File: src/rtl/wdt_pkg.sv
package wdt_pkg;

    localparam int unsigned BUS_W     = 32;
    localparam int unsigned OFS_CTRL  = 'h0;
    localparam int unsigned OFS_COUNT = 'h4;
    localparam int unsigned OFS_CFG   = 'h8;

    localparam int unsigned CTRL_RUN_BIT   = 0;
    localparam int unsigned CTRL_FIRED_BIT = 1;
    localparam int unsigned CTRL_ACT_BIT   = 2;
    localparam int unsigned CTRL_KICK_BIT  = 7;
    localparam int unsigned CFG_EN_BIT     = 7;

    typedef enum logic [1:0] {
        RES_32US  = 2'd0,
        RES_10MS  = 2'd1,
        RES_100MS = 2'd2,
        RES_1S    = 2'd3
    } res_e;

    typedef enum logic {
        ACT_REBOOT   = 1'b0,
        ACT_SHUTDOWN = 1'b1
    } act_e;

    typedef struct packed {
        logic run_en;
        act_e action;
    } ctrl_t;

    typedef struct packed {
        logic glob_en;
        res_e res;
    } cfg_t;

    // Clock cycles per tick for a resolution code, never below one.
    function automatic longint unsigned tick_cycles(longint unsigned clk_hz, int unsigned code);
        longint unsigned us;
        longint unsigned v;
        case (code)
            0:       us = 64'd32;
            1:       us = 64'd10_000;
            2:       us = 64'd100_000;
            default: us = 64'd1_000_000;
        endcase
        v = (clk_hz * us) / 64'd1_000_000;
        if (v == 0) v = 1;
        return v;
    endfunction

endpackage

File: src/rtl/wdt_regs.sv
module wdt_regs
    import wdt_pkg::*;
#(
    parameter int unsigned ADDR_W    = 4,
    parameter int unsigned CNT_W     = 16,
    parameter int unsigned DEF_COUNT = 60
) (
    input  logic              clk,
    input  logic              rst_any,
    input  logic              por_rst,
    input  logic              bus_we,
    input  logic [ADDR_W-1:0] bus_addr,
    input  logic [BUS_W-1:0]  bus_wdata,
    output logic [BUS_W-1:0]  bus_rdata,
    input  logic [CNT_W-1:0]  remaining,
    input  logic              expire,
    output ctrl_t             ctrl_o,
    output cfg_t              cfg_o,
    output logic [CNT_W-1:0]  reload_o,
    output logic              fired_o,
    output logic              kick_load_o,
    output logic              res_change_o
);

    logic sel_ctrl, sel_cnt, sel_cfg;
    logic wr_ctrl, wr_cnt, wr_cfg;
    logic [CNT_W-1:0] wr_count_val;

    assign sel_ctrl = (bus_addr == ADDR_W'(OFS_CTRL));
    assign sel_cnt  = (bus_addr == ADDR_W'(OFS_COUNT));
    assign sel_cfg  = (bus_addr == ADDR_W'(OFS_CFG));

    assign wr_ctrl = bus_we && sel_ctrl && !rst_any;
    assign wr_cnt  = bus_we && sel_cnt  && !rst_any;
    assign wr_cfg  = bus_we && sel_cfg  && !rst_any;

    assign wr_count_val = (bus_wdata[CNT_W-1:0] == '0) ? CNT_W'(1) : bus_wdata[CNT_W-1:0];

    always_ff @(posedge clk) begin
        if (rst_any) begin
            ctrl_o   <= '{run_en: 1'b0, action: ACT_REBOOT};
            cfg_o    <= '{glob_en: 1'b0, res: RES_32US};
            reload_o <= CNT_W'(DEF_COUNT);
        end else begin
            if (wr_ctrl) begin
                ctrl_o.run_en <= bus_wdata[CTRL_RUN_BIT];
                ctrl_o.action <= act_e'(bus_wdata[CTRL_ACT_BIT]);
            end
            if (wr_cfg) begin
                cfg_o.glob_en <= bus_wdata[CFG_EN_BIT];
                cfg_o.res     <= res_e'(bus_wdata[1:0]);
            end
            if (wr_cnt) reload_o <= wr_count_val;
        end
    end

    // Sticky flag: only power-on reset or a write of one clears it; expiry wins.
    always_ff @(posedge clk) begin
        if (por_rst)                               fired_o <= 1'b0;
        else if (expire)                           fired_o <= 1'b1;
        else if (wr_ctrl && bus_wdata[CTRL_FIRED_BIT]) fired_o <= 1'b0;
    end

    assign kick_load_o  = wr_ctrl && bus_wdata[CTRL_KICK_BIT] && bus_wdata[CTRL_RUN_BIT]
                          && cfg_o.glob_en;
    assign res_change_o = wr_cfg && (bus_wdata[1:0] != cfg_o.res);

    always_comb begin
        bus_rdata = '0;
        if (sel_ctrl) begin
            bus_rdata[CTRL_RUN_BIT]   = ctrl_o.run_en;
            bus_rdata[CTRL_FIRED_BIT] = fired_o;
            bus_rdata[CTRL_ACT_BIT]   = ctrl_o.action;
        end else if (sel_cnt) begin
            bus_rdata[CNT_W-1:0] = remaining;
        end else if (sel_cfg) begin
            bus_rdata[CFG_EN_BIT] = cfg_o.glob_en;
            bus_rdata[1:0]        = cfg_o.res;
        end
    end

endmodule

File: src/rtl/wdt_prescaler.sv
module wdt_prescaler
    import wdt_pkg::*;
#(
    parameter int unsigned CLK_HZ = 100_000_000
) (
    input  logic clk,
    input  logic rst_any,
    input  logic enable,
    input  logic restart,
    input  res_e res,
    output logic tick
);

    localparam int unsigned PSC_W = $clog2(CLK_HZ + 1);
    localparam int unsigned N_RES = 4;

    logic [PSC_W-1:0] div_tab [N_RES];
    logic [PSC_W-1:0] psc_q;
    logic [PSC_W-1:0] psc_last;

    for (genvar g = 0; g < N_RES; g++) begin : g_div
        localparam longint unsigned CYC = tick_cycles(longint'(CLK_HZ), g);
        assign div_tab[g] = PSC_W'(CYC - 1);
    end

    assign psc_last = div_tab[res];
    assign tick     = enable && (psc_q == psc_last);

    always_ff @(posedge clk) begin
        if (rst_any || restart) psc_q <= '0;
        else if (enable)        psc_q <= tick ? '0 : psc_q + 1'b1;
    end

endmodule

File: src/rtl/wdt_downcount.sv
module wdt_downcount #(
    parameter int unsigned CNT_W = 16
) (
    input  logic             clk,
    input  logic             rst_any,
    input  logic             run,
    input  logic             kick_load,
    input  logic [CNT_W-1:0] load_val,
    input  logic             tick,
    output logic [CNT_W-1:0] remaining,
    output logic             armed,
    output logic             expire
);

    logic at_one;
    assign at_one = (remaining == CNT_W'(1));
    assign expire = armed && run && tick && at_one && !kick_load && !rst_any;

    always_ff @(posedge clk) begin
        if (rst_any) begin
            remaining <= '0;
            armed     <= 1'b0;
        end else if (kick_load) begin
            remaining <= load_val;
            armed     <= 1'b1;
        end else if (!run) begin
            armed <= 1'b0;
        end else if (armed && tick) begin
            remaining <= remaining - 1'b1;
            if (at_one) armed <= 1'b0;
        end
    end

endmodule

File: src/rtl/wdt_resolution_timer.sv
module wdt_resolution_timer
    import wdt_pkg::*;
#(
    parameter int unsigned CLK_HZ    = 100_000_000,
    parameter int unsigned ADDR_W    = 4,
    parameter int unsigned CNT_W     = 16,
    parameter int unsigned DEF_COUNT = 60
) (
    input  logic              clk,
    input  logic              por_rst,
    input  logic              rst,
    input  logic              bus_we,
    input  logic [ADDR_W-1:0] bus_addr,
    input  logic [31:0]       bus_wdata,
    output logic [31:0]       bus_rdata,
    output logic              reboot_req,
    output logic              shutdown_req
);

    logic             rst_any;
    ctrl_t            ctrl;
    cfg_t             cfg;
    logic [CNT_W-1:0] reload_val;
    logic [CNT_W-1:0] remaining;
    logic             fired;
    logic             kick_load;
    logic             res_change;
    logic             run;
    logic             armed;
    logic             tick;
    logic             expire;

    assign rst_any = rst || por_rst;
    assign run     = ctrl.run_en && cfg.glob_en;

    wdt_regs #(
        .ADDR_W   (ADDR_W),
        .CNT_W    (CNT_W),
        .DEF_COUNT(DEF_COUNT)
    ) regs_i (
        .clk         (clk),
        .rst_any     (rst_any),
        .por_rst     (por_rst),
        .bus_we      (bus_we),
        .bus_addr    (bus_addr),
        .bus_wdata   (bus_wdata),
        .bus_rdata   (bus_rdata),
        .remaining   (remaining),
        .expire      (expire),
        .ctrl_o      (ctrl),
        .cfg_o       (cfg),
        .reload_o    (reload_val),
        .fired_o     (fired),
        .kick_load_o (kick_load),
        .res_change_o(res_change)
    );

    wdt_prescaler #(
        .CLK_HZ(CLK_HZ)
    ) psc_i (
        .clk    (clk),
        .rst_any(rst_any),
        .enable (armed && run),
        .restart(kick_load || res_change),
        .res    (cfg.res),
        .tick   (tick)
    );

    wdt_downcount #(
        .CNT_W(CNT_W)
    ) cnt_i (
        .clk      (clk),
        .rst_any  (rst_any),
        .run      (run),
        .kick_load(kick_load),
        .load_val (reload_val),
        .tick     (tick),
        .remaining(remaining),
        .armed    (armed),
        .expire   (expire)
    );

    always_ff @(posedge clk) begin
        if (rst_any) begin
            reboot_req   <= 1'b0;
            shutdown_req <= 1'b0;
        end else begin
            reboot_req   <= expire && (ctrl.action == ACT_REBOOT);
            shutdown_req <= expire && (ctrl.action == ACT_SHUTDOWN);
        end
    end

endmodule

File: config.mk
export PLATFORM = sky130hd
export DESIGN_NAME = wdt_resolution_timer
export DESIGN_NICKNAME = d
export VERILOG_FILES = /design/src/rtl/wdt_pkg.sv /design/src/rtl/wdt_regs.sv /design/src/rtl/wdt_prescaler.sv /design/src/rtl/wdt_downcount.sv /design/src/rtl/wdt_resolution_timer.sv
export SDC_FILE = /design/constraint.sdc
export NUM_CORES = 1
export LEC_CHECK = 0
export BUFFER_PORTS_ARGS = -buffer_cell sky130_fd_sc_hd__clkbuf_2
export CORE_UTILIZATION = 30
export DETAILED_ROUTE_END_ITERATION = 10
export PLACE_DENSITY = 0.49
export SYNTH_ARGS = -nofsm -noshare
export SYNTH_HDL_FRONTEND = slang
export SYNTH_SLANG_ARGS = --single-unit
File: constraint.sdc
create_clock -name clk -period 7.32 [get_ports clk]
set_input_delay 0.732 -clock clk [delete_from_list [all_inputs] [get_ports clk]]
set_output_delay 0.732 -clock clk [all_outputs]
set_load 0.005 [all_outputs]
==> flow_summary.yaml <==
outcome:
  outcome: "finished with violations"
  failed_checks: "DRC"
yosys:
  synth_top_cell_by_area: "sky130_fd_sc_hd__dfxtp_1"
  postSynthRegisterBits: 68
  syn_area_per_cell_um2: 8.00
  synth_edf_count: 0
  synth_most_common_cell: "sky130_fd_sc_hd__dfxtp_1"
  syn_area_um2: 3570
  synthTopCellsByArea: "sky130_fd_sc_hd__dfxtp_1 (38%), sky130_fd_sc_hd__xor2_1 (7.4%), sky130_fd_sc_hd__nor2_1 (5.9%)"
  synth_seq_area_share: 0.381
  synth_cell_types: 49
  postSynthCellCount: 447
  top_reg_cell_synth: "sky130_fd_sc_hd__dfxtp_1"
  ys_async_sr_fraction: 0
  synth_warnings: 0
  synth.cells.most_frequent: "sky130_fd_sc_hd__dfxtp_1 (68), sky130_fd_sc_hd__nor2_1 (56), sky130_fd_sc_hd__nand2_1 (46)"
  synth_largest_type_area_fraction: 0.381
timing:
  max_freq_mhz: 313
  rsz_0062_raised_after_global_routing: "no"
  layout_min_cycle_time_ns: 3.20
  clock_skew_ns: 0.00635
  final.period_utilization: 0.437
  worst-slew-pin-transition_ns: 0.958
  maxSlewViolCount: 0
  setup_tns_ns: 0
  timing.slew.headroom: 0.361
  setup_viol_count_final: 0
  report.final.hold_viol_count: 0
hold_path:
  hold_start: "regs_i.reload_o[7]"
  whs_endpoint: "regs_i.reload_o[7]"
  hold_path_class: "reg -> reg"
  number_of_stages_on_the_worst_hold_path: 2
pwr:
  total_power_uw: 896
  ir_worst_vdd_v: 0.000106
  power.density_nw_per_um2: 215
  power_leakage_nw: 1.61
setup_path:
  worst-setup-path-type: "reg -> reg"
  crit_path_start_kind: "register"
  critPathCaptureType: "register"
  regToRegSetupSlack_ns: 4.12
  worst_r2r_endpoint: "psc_i.psc_q[18]"
  worst_ep_arrival_time_ns: 3.37
  worstPathRequired_ns: 7.49
  worstReg2RegStart: "regs_i.cfg_o[0]"
  worst-r2r-cell-count: 8
  cp_max_fo: 24
route:
  detailedRoute.firstIterationViolations: 175
  route.final.wire_length_um: 8640
  wl_per_cell_um: 13.7
  num_vias: 3029
  antenna_violating_nets_post_route: 0
  viasPerCell: 4.82
  drtPass1Iterations: 8
  drc: 4
global_routing:
  antenna_found_initial: 0
  via_count_of_the_first_global_routing_pass: 2795
  largest_net_degree_at_the_start_of_global_routing: 25
  grt_overflow: 0
  grt_first_pass_wirelength_um: 14300
  global_route.usage.total: 0.146
clocking:
  clock-sinks: 68
  cts_buffer_depth: 2
  post-cts-setup-buffer-count: 0
  worstSkewPairLatency_ns: 0.33
  root_buffer: "sky130_fd_sc_hd__clkbuf_16"
  htree_levels: 3
  cts-buffers-inserted: 9
  post_cts.resized_instances: 0
  cts.reportedPaths.clkPinSlew_ns: 0.06
  tritoncts: "built"
  cts-hold-fix-buffers: 0
floorplanning:
  initial_core_util: 0.310
  floorplan.io_pins: 74
  floorplan.rows: 39
  die_h_um: 111
  die_area_um2: 12400
  chip_width_um: 111
  core_region_area_um2: 11500
placed_design:
  dpl.hpwl_um: 6160
  place.gp.congestion: 0.803
  port_buffers: 41
final_layout:
  layout.filler_cells: 1199
  layout-drive-gt1-share: 0.142
  area_growth_pct: 16.8
  number_of_nets_in_the_layout: 528
  n_antenna_cell: 0
run:
  drv.max_cap_violation_count: 0
[cell usage in the layout (no fill, tap or decap), types with 3 or more instances in the layout]
cell	count
sky130_fd_sc_hd__nor4_1	5
sky130_fd_sc_hd__clkbuf_16	9
sky130_fd_sc_hd__buf_4	3
sky130_fd_sc_hd__nand2_1	46
sky130_fd_sc_hd__ha_1	7
sky130_fd_sc_hd__nor2_1	56
sky130_fd_sc_hd__or3_1	4
sky130_fd_sc_hd__nand3_1	28
sky130_fd_sc_hd__nand4_1	14
sky130_fd_sc_hd__bufinv_16	3
sky130_fd_sc_hd__clkbuf_2	41
sky130_fd_sc_hd__and3_1	8
sky130_fd_sc_hd__inv_1	10
sky130_fd_sc_hd__xor2_1	30
sky130_fd_sc_hd__and2_1	17
sky130_fd_sc_hd__nor3_1	15
sky130_fd_sc_hd__mux2i_1	5
sky130_fd_sc_hd__xnor2_1	13
sky130_fd_sc_hd__dfxtp_1	68
sky130_fd_sc_hd__conb_1	16
sky130_fd_sc_hd__o21ai_0	20
sky130_fd_sc_hd__o22ai_1	3
sky130_fd_sc_hd__a21oi_1	26
sky130_fd_sc_hd__and4_1	4
[final cells by class]
type                       instances  area (µm²)  area share
tap                              143         179      0.0429
multi-input combinational        348        2030       0.486
clock inverter                     7         115      0.0276
timing repair buffer              44         228      0.0545
inverter                          10        37.5     0.00899
clock buffer                       9         225      0.0539
sequential                        68        1360       0.326
[sequential cells by signal, indices dropped and copies added, names as in the netlist]
signal,count
cnt_i.remaining,16
shutdown_req,1
regs_i.reload_o,16
psc_i.psc_q,27
reboot_req,1
regs_i.ctrl_o,2
regs_i.cfg_o,3
cnt_i.armed,1
regs_i.fired_o,1
[where the power goes]
group          leakage, nW  internal, mW  total, mW  switching, mW
combinational        0.902       0.00896     0.0285         0.0196
sequential           0.548         0.371      0.371       0.000424
clock                0.161         0.331      0.497          0.165
total                 1.61         0.711      0.896          0.185
[metrics by stage]
stage	util	area, µm²	hold slack [ns]	setup slack, ns	cells
final	0.363	4180	0.455	4.12	629
after detailed placement	0.333	3830	0.448	4.03	613
after floorplan	-	3630	0.426	4.80	462
after global routing	0.363	4180	0.471	3.77	629
after global placement	0.333	3830	0.442	4.07	613
after CTS	0.363	4180	0.457	4.07	629
[logic make-up (layout without fill, tap and decap cells)]
group           count (synthesis)  count (layout)  synth area share
simple gates                  213             213             0.301
flops                          68              68             0.381
compound gates                 64              64             0.106
buf+inv                        46              70            0.0672
xor+xnor                       43              43             0.105
fa+ha+maj                       7               7            0.0245
mux                             5               5            0.0140
other cells                     1              16           0.00105
[worst max-delay path, stage by stage, from the launching register on]
cell and delay (ns):
sky130_fd_sc_hd__dfxtp_1 0.53, sky130_fd_sc_hd__inv_1 0.12, sky130_fd_sc_hd__ha_1 0.25, sky130_fd_sc_hd__or3_1 0.36, sky130_fd_sc_hd__a222oi_1 0.34, sky130_fd_sc_hd__o2111a_2 0.46
sky130_fd_sc_hd__nand2_4 0.13, sky130_fd_sc_hd__nand2b_1 0.69, sky130_fd_sc_hd__nor2_1 0.12
[routing by layer]
| metal | wire length (µm) | share of wire | global-route usage |
|---|---|---|---|
| met5 | 0 | 0 | 0 |
| met4 | 137 | 0.016 | 0.0568 |
| met3 | 366 | 0.042 | 0.0301 |
| met2 | 3690 | 0.43 | 0.215 |
| met1 | 4450 | 0.51 | 0.208 |
[worst max path at each step]
stage	start	to	cells past startpoint
3_5_place_dp	bus_addr[3]	cnt_i.remaining[10]	6
4_1_cts	regs_i.cfg_o[0]	psc_i.psc_q[18]	8
2_1_floorplan	regs_i.cfg_o[0]	cnt_i.remaining[11]	10
3_3_place_gp	bus_addr[3]	cnt_i.remaining[10]	6
5_1_grt	regs_i.cfg_o[0]	psc_i.psc_q[18]	8
6_report	regs_i.cfg_o[0]	psc_i.psc_q[18]	8
Note: power is estimated with default switching activity, not from simulation.
